## config.mk

```make
export PLATFORM = sky130hd
export DESIGN_NAME = halt_wake_ctrl
export DESIGN_NICKNAME = d
export VERILOG_FILES = /design/src/rtl/halt_wake_pkg.sv /design/src/rtl/hw_edge_detect.sv /design/src/rtl/hw_stab_timer.sv /design/src/rtl/hw_wake_arbiter.sv /design/src/rtl/halt_wake_ctrl.sv
export SDC_FILE = /design/constraint.sdc
export NUM_CORES = 1
export LEC_CHECK = 0
export ABC_AREA = 1
export BUFFER_PORTS_ARGS = -buffer_cell sky130_fd_sc_hd__buf_2
export CORE_MARGIN = 2
export CORE_UTILIZATION = 50
export DETAILED_ROUTE_END_ITERATION = 8
export GPL_ROUTABILITY_DRIVEN = 0
export PLACE_DENSITY = 0.72
export SLEW_MARGIN = 20
export SYNTH_ARGS = -nofsm -noshare
export SYNTH_HDL_FRONTEND = slang
export SYNTH_SLANG_ARGS = --single-unit
```

## constraint.sdc

```tcl
create_clock -name clk -period 2.23 [get_ports clk]
set_input_delay 0.1115 -clock clk [delete_from_list [all_inputs] [get_ports clk]]
set_output_delay 0.1115 -clock clk [all_outputs]
set_load 0.03 [all_outputs]
```

## src/rtl/halt_wake_pkg.sv

```systemverilog
package halt_wake_pkg;

  typedef enum logic [1:0] {
    HW_RUN  = 2'd0,
    HW_HALT = 2'd1,
    HW_STAB = 2'd2
  } hw_state_e;

  typedef enum logic [1:0] {
    WK_PORT = 2'd0,
    WK_IRQ  = 2'd1,
    WK_WDT  = 2'd2,
    WK_EXT  = 2'd3
  } wake_src_e;

endpackage

```

## src/rtl/hw_edge_detect.sv

```systemverilog
module hw_edge_detect #(
  parameter int WIDTH   = 1,
  parameter bit FALLING = 1'b0
) (
  input  logic             clk,
  input  logic             rst_n,
  input  logic [WIDTH-1:0] sig_i,
  output logic [WIDTH-1:0] edge_o
);

  logic [WIDTH-1:0] prev_q;

  always_ff @(posedge clk or negedge rst_n) begin
    if (!rst_n) prev_q <= '0;
    else        prev_q <= sig_i;
  end

  generate
    if (FALLING) begin : g_fall
      assign edge_o = prev_q & ~sig_i;
    end else begin : g_rise
      assign edge_o = sig_i & ~prev_q;
    end
  endgenerate

endmodule

```

## src/rtl/hw_stab_timer.sv

```systemverilog
module hw_stab_timer #(
  parameter int CYCLES = 1024,
  parameter int CW     = (CYCLES > 1) ? $clog2(CYCLES) : 1
) (
  input  logic          clk,
  input  logic          rst_n,
  input  logic          run_i,
  output logic          done_o,
  output logic [CW-1:0] cnt_o
);

  localparam logic [CW-1:0] LAST = CW'(CYCLES - 1);

  logic [CW-1:0] cnt_q, cnt_d;

  assign done_o = run_i && (cnt_q == LAST);
  assign cnt_o  = cnt_q;

  always_comb begin
    if (!run_i || done_o) cnt_d = '0;
    else                  cnt_d = cnt_q + CW'(1);
  end

  always_ff @(posedge clk or negedge rst_n) begin
    if (!rst_n) cnt_q <= '0;
    else        cnt_q <= cnt_d;
  end

endmodule

```

## src/rtl/hw_wake_arbiter.sv

```systemverilog
module hw_wake_arbiter
  import halt_wake_pkg::*;
#(
  parameter int N_IRQ = 3
) (
  input  logic             armed_i,
  input  logic             ext_i,
  input  logic             wdt_i,
  input  logic [N_IRQ-1:0] irq_rise_i,
  input  logic [N_IRQ-1:0] irq_en_i,
  input  logic             stack_full_i,
  input  logic             port_any_i,
  output logic             wake_o,
  output wake_src_e        src_o,
  output logic             take_irq_o
);

  logic irq_any;
  logic irq_vectorable;

  assign irq_any        = |irq_rise_i;
  assign irq_vectorable = |(irq_rise_i & irq_en_i) && !stack_full_i;

  always_comb begin
    wake_o     = 1'b0;
    src_o      = WK_PORT;
    take_irq_o = 1'b0;
    if (armed_i) begin
      if (ext_i) begin
        wake_o = 1'b1;
        src_o  = WK_EXT;
      end else if (wdt_i) begin
        wake_o = 1'b1;
        src_o  = WK_WDT;
      end else if (irq_any) begin
        wake_o     = 1'b1;
        src_o      = WK_IRQ;
        take_irq_o = irq_vectorable;
      end else if (port_any_i) begin
        wake_o = 1'b1;
        src_o  = WK_PORT;
      end
    end
  end

endmodule

```

## src/rtl/halt_wake_ctrl.sv

```systemverilog
module halt_wake_ctrl
  import halt_wake_pkg::*;
#(
  parameter int N_IRQ       = 3,
  parameter int N_PIN       = 8,
  parameter int STAB_CYCLES = 1024
) (
  input  logic             clk,
  input  logic             rst_n,
  input  logic             halt_strobe,
  input  logic             wdt_clear,
  input  logic             wdt_ovf,
  input  logic             ext_rst,
  input  logic [N_IRQ-1:0] irq_req,
  input  logic [N_IRQ-1:0] irq_en,
  input  logic             stack_full,
  input  logic [N_PIN-1:0] port_in,
  input  logic [N_PIN-1:0] port_wake_en,
  output logic             sys_clk_en,
  output logic             power_down_flag,
  output logic             wdt_timeout_flag,
  output logic             take_irq,
  output logic [1:0]       wake_src,
  output logic             ready
);

  localparam int CW = (STAB_CYCLES > 1) ? $clog2(STAB_CYCLES) : 1;

  // reset: asynchronous assertion, synchronous release
  logic rst_meta_q, rst_sync_n;
  always_ff @(posedge clk or negedge rst_n) begin
    if (!rst_n) begin
      rst_meta_q <= 1'b0;
      rst_sync_n <= 1'b0;
    end else begin
      rst_meta_q <= 1'b1;
      rst_sync_n <= rst_meta_q;
    end
  end

  hw_state_e        state_q, state_d;
  logic             pdf_q, pdf_d;
  logic             tmo_q, tmo_d;
  logic [N_IRQ-1:0] irq_snap_q;
  wake_src_e        src_q;
  logic             take_q;
  logic             ready_q;

  logic             running, halted, stabilising;
  logic             enter_halt;
  logic [N_IRQ-1:0] irq_rise_raw, irq_rise;
  logic [N_PIN-1:0] port_fall;
  logic             wake;
  wake_src_e        wake_src_nx;
  logic             take_nx;
  logic             stab_done;
  logic [CW-1:0]    stab_cnt;

  assign running     = (state_q == HW_RUN);
  assign halted      = (state_q == HW_HALT);
  assign stabilising = (state_q == HW_STAB);
  assign enter_halt  = running && halt_strobe;

  hw_edge_detect #(.WIDTH(N_IRQ), .FALLING(1'b0)) u_irq_edge (
    .clk(clk), .rst_n(rst_sync_n), .sig_i(irq_req), .edge_o(irq_rise_raw)
  );

  hw_edge_detect #(.WIDTH(N_PIN), .FALLING(1'b1)) u_port_edge (
    .clk(clk), .rst_n(rst_sync_n), .sig_i(port_in), .edge_o(port_fall)
  );

  // requests already pending at entry are masked for the whole halt
  assign irq_rise = irq_rise_raw & ~irq_snap_q;

  hw_wake_arbiter #(.N_IRQ(N_IRQ)) u_arb (
    .armed_i     (halted),
    .ext_i       (ext_rst),
    .wdt_i       (wdt_ovf),
    .irq_rise_i  (irq_rise),
    .irq_en_i    (irq_en),
    .stack_full_i(stack_full),
    .port_any_i  (|(port_fall & port_wake_en)),
    .wake_o      (wake),
    .src_o       (wake_src_nx),
    .take_irq_o  (take_nx)
  );

  hw_stab_timer #(.CYCLES(STAB_CYCLES), .CW(CW)) u_stab (
    .clk(clk), .rst_n(rst_sync_n), .run_i(stabilising),
    .done_o(stab_done), .cnt_o(stab_cnt)
  );

  // next-state logic
  always_comb begin
    state_d = state_q;
    unique case (state_q)
      HW_RUN:  if (halt_strobe) state_d = HW_HALT;
      HW_HALT: if (wake)        state_d = HW_STAB;
      HW_STAB: if (stab_done)   state_d = HW_RUN;
      default:                  state_d = HW_RUN;
    endcase
  end

  always_comb begin
    pdf_d = pdf_q;
    tmo_d = tmo_q;
    if (enter_halt) begin
      pdf_d = 1'b1;
      tmo_d = 1'b0;
    end else begin
      if (running && wdt_clear) begin
        pdf_d = 1'b0;
        tmo_d = 1'b0;
      end
      if (wdt_ovf) tmo_d = 1'b1;
    end
  end

  // registers
  always_ff @(posedge clk or negedge rst_sync_n) begin
    if (!rst_sync_n) begin
      state_q <= HW_RUN;
      pdf_q   <= 1'b0;
      tmo_q   <= 1'b0;
      ready_q <= 1'b0;
    end else begin
      state_q <= state_d;
      pdf_q   <= pdf_d;
      tmo_q   <= tmo_d;
      ready_q <= stab_done;
    end
  end

  always_ff @(posedge clk or negedge rst_sync_n) begin
    if (!rst_sync_n)     irq_snap_q <= '0;
    else if (enter_halt) irq_snap_q <= irq_req;
  end

  always_ff @(posedge clk or negedge rst_sync_n) begin
    if (!rst_sync_n) begin
      src_q  <= WK_PORT;
      take_q <= 1'b0;
    end else if (wake) begin
      src_q  <= wake_src_nx;
      take_q <= take_nx;
    end
  end

  assign sys_clk_en       = running;
  assign power_down_flag  = pdf_q;
  assign wdt_timeout_flag = tmo_q;
  assign take_irq         = take_q;
  assign wake_src         = src_q;
  assign ready            = ready_q;

endmodule

```

==> out/qor.yml <==
worst_setup_path:
  cp_slowest_cell: "dfrtp_1"
  critPathArrivalTime_ns: 1.63
  crit_family: "simple AND/OR/NAND/NOR gates"
  r2r_cells: 6
  r2r_start: "u_stab.cnt_o[0]"
  critPathKind: "flip-flop to flip-flop"
  path_cells: "ha_1 -> nand4_2 -> nor2_2 -> nand2_2 -> o21ai_4 -> nand2_1"
  cp-end-kind: "flip-flop"
  cp.required_ns: 2.45
  r2r-end: "state_q[1]"
  cpPeakStageDelay_ns: 0.38
  cp_max_fo: 9
  crit_buf_inv: 0
  critPathLaunchType: "flip-flop"
  rrSetupSlack_ns: 0.81
yosys:
  synth.ff_latch_count: 34
  yosys_warnings: 0
  yosysUniqueCellTypes: 17
  ys_seq_area_share_pct: 60.6
  synth_nets: 184
  avgSynthCellArea_um2: 9.12
  synth_cells: 154
  syn-cell-area_um2: 1400
drt:
  wirelength_um: 2620
  dr.first_iter.drc_count: 27
  met2_wirelength_um: 1280
  highest_layer: "met4"
  viasPerCell: 4.72
  met3_length_um: 127
  wire_per_inst_um: 10.8
  drtAntennaViolNets: 0
  wl_met1_um: 1140
  first_pass_iters: 4
  vias: 1142
  post-route-drc-count: 0
sta:
  min_period_ns: 1.42
  fmax_mhz: 706
  slew_viol_final: 0
  skew_ns: 0.00961
  setup_tns_ns: 0
  rsz0062_at_grt: "false"
  setup_viol: 0
  hold_viol_final: 0
  whs_ns: 0.0273
  min_period_over_period_pct: 63.5
floorplanning:
  core_region_area_um2: 2710
  dieArea_um2: 3250
  start_util_pct: 51.8
  fp.dieH_um: 57.0
  rows: 19
  io_pins: 36
  die_w_um: 57.0
cts:
  cts_max_level: 2
  clkLatencyLatePin_ns: 0.34
  path_clk_slew_ns: 0.11
  cts-root-buf: "clkbuf_4"
  cts_sinks: 34
  cts_buffer_depth: 2
  cts_tree: "yes"
  cts_made_buffers: 5
  post_cts_resize_count: 0
global_routing:
  grt_pass1_vias: 1114
  antenna_found_initial: 0
  grt_overflow: 0
  grt_max_degree: 33
  grt_usage_pct: 17.9
  grt_pass1_wl_um: 4350
cells_and_area:
  fin_util_pct: 67.0
  nets: 240
  drive_above_1_share_pct: 22.3
  syn2layout_area_growth_pct: 29.3
  fillers: 227
  final_cell_mix: "buf_2, nand2_1, dfrtp_1, inv_1, nor2_1"
  diodes: 0
  layout_commonest_cell: "buf_2"
power:
  power_density_nw_per_um2: 874
  vdd_ir_drop_max_v: 0.000772
  cellLeakagePower_nw: 0.969
run:
  max_cap_violations: 0
run_status:
  status: "completed"
hold_path:
  holdPathEnd: "take_irq"
  min-delay-start: "stack_full"
  hold_path_depth: 4
  worst_hold_path_type: "input port to flip-flop"
place:
  io_buffers: 35
  hpwl_um: 1870
[cell usage after synthesis]
cell type	count	area share, %
o211ai_1	1	0.53
o21ai_0	6	2.1
inv_1	24	6.4
nor2_1	22	5.9
nor3_1	6	2.1
a21oi_1	4	1.4
o21ai_4	1	1.2
nor2_2	1	0.45
nand3b_1	6	3.2
ha_1	1	0.89
dfrtp_1	34	61
xor2_1	2	1.2
conb_1	1	0.27
nand4_2	1	0.89
nand2_1	34	9.1
nand2_2	1	0.45
nand3_1	9	3.2
[routing by layer]
layer | GRT usage [%] | up-vias
met5 | 0 | -
met4 | 9.63 | 0
met3 | 6.80 | 9
met2 | 30.5 | 28
met1 | 19.1 | 515
li1 | - | 590
[power by group]
group / leakage [nW] / switching, W / total, W / internal, W
Sequential: 0.427 / 0.0000579 / 0.000780 / 0.000722
Clock: 0.0353 / 0.000200 / 0.000352 / 0.000153
Combinational: 0.507 / 0.000301 / 0.000453 / 0.000152
Total: 0.969 / 0.000559 / 0.00159 / 0.00103
[cell type report]
class	instances	area (um^2)	share of cell area [%]
inverters	24	90.1	4.96
well taps	31	38.8	2.14
multi-input cells	96	463	25.5
clock buffers	7	55.1	3.03
clock inverters	1	5.00	0.276
flip-flops and latches	34	851	46.9
repair buffers	49	313	17.2
[worst register-to-register path: stages (launching register included)]
cell and delay [ns]:
dfrtp_1 0.38, ha_1 0.21, nand4_2 0.13, nor2_2 0.14, nand2_2 0.10, o21ai_4 0.25
nand2_1 0.10
[kinds of logic (layout without fill, tap and decap cells)]
logic type                 count (synthesis)  in the layout  synth area share [%]
other                                      1              1                 0.267
AOI/OAI and AO/OA                         12             12                  5.26
buffers and inverters                     24             81                  6.42
DFF                                       34             34                  60.6
xor gates and xnor gates                   2              2                  1.25
and+or+nand+nor                           80             80                  25.3
adders and majority gates                  1              1                 0.891
[how the worst max path moves through the flow]
stage / start / to / slack, ns / depth (start not counted)
6_report: u_stab.cnt_o[0] / state_q[1] / 0.81 / 6
4_1_cts: u_stab.cnt_o[0] / state_q[1] / 0.80 / 6
3_5_place_dp: u_stab.cnt_o[0] / state_q[1] / 0.80 / 6
5_1_grt: u_stab.cnt_o[0] / state_q[1] / 0.69 / 6
3_3_place_gp: u_stab.cnt_o[0] / state_q[1] / 0.88 / 6
2_1_floorplan: state_q[1] / irq_snap_q[0] / 0.79 / 4
[stage by stage]
stage | setup WS (ns) | instances | power, W | instance area [um^2]
6_report | 0.813 | 242 | 0.00159 | 1820
5_1_grt | 0.694 | 242 | 0.00169 | 1820
4_1_cts | 0.801 | 242 | 0.00160 | 1820
3_5_place_dp | 0.803 | 221 | 0.00124 | 1630
3_3_place_gp | 0.878 | 221 | 0.00122 | 1630
2_1_floorplan | 0.792 | 154 | 0.00110 | 1400
[what timing repair did]
| item | CTS | global route |
|---|---|---|
| hold endpoints to repair | 14 | 0 |
| hold buffers | 13 | 0 |
| buffers inserted | 0 | 0 |
[flip-flops by register name (all words and copies together), names as in the netlist]
signal	count
irq_snap_q	3
u_port_edge.prev_q	8
wake_src	2
u_irq_edge.prev_q	3
wdt_timeout_flag	1
u_stab.cnt_o	10
take_irq	1
ready	1
power_down_flag	1
state_q	2
rst_meta_q	1
rst_sync_n	1
No activity file was read; power rests on OpenSTA's default activity.
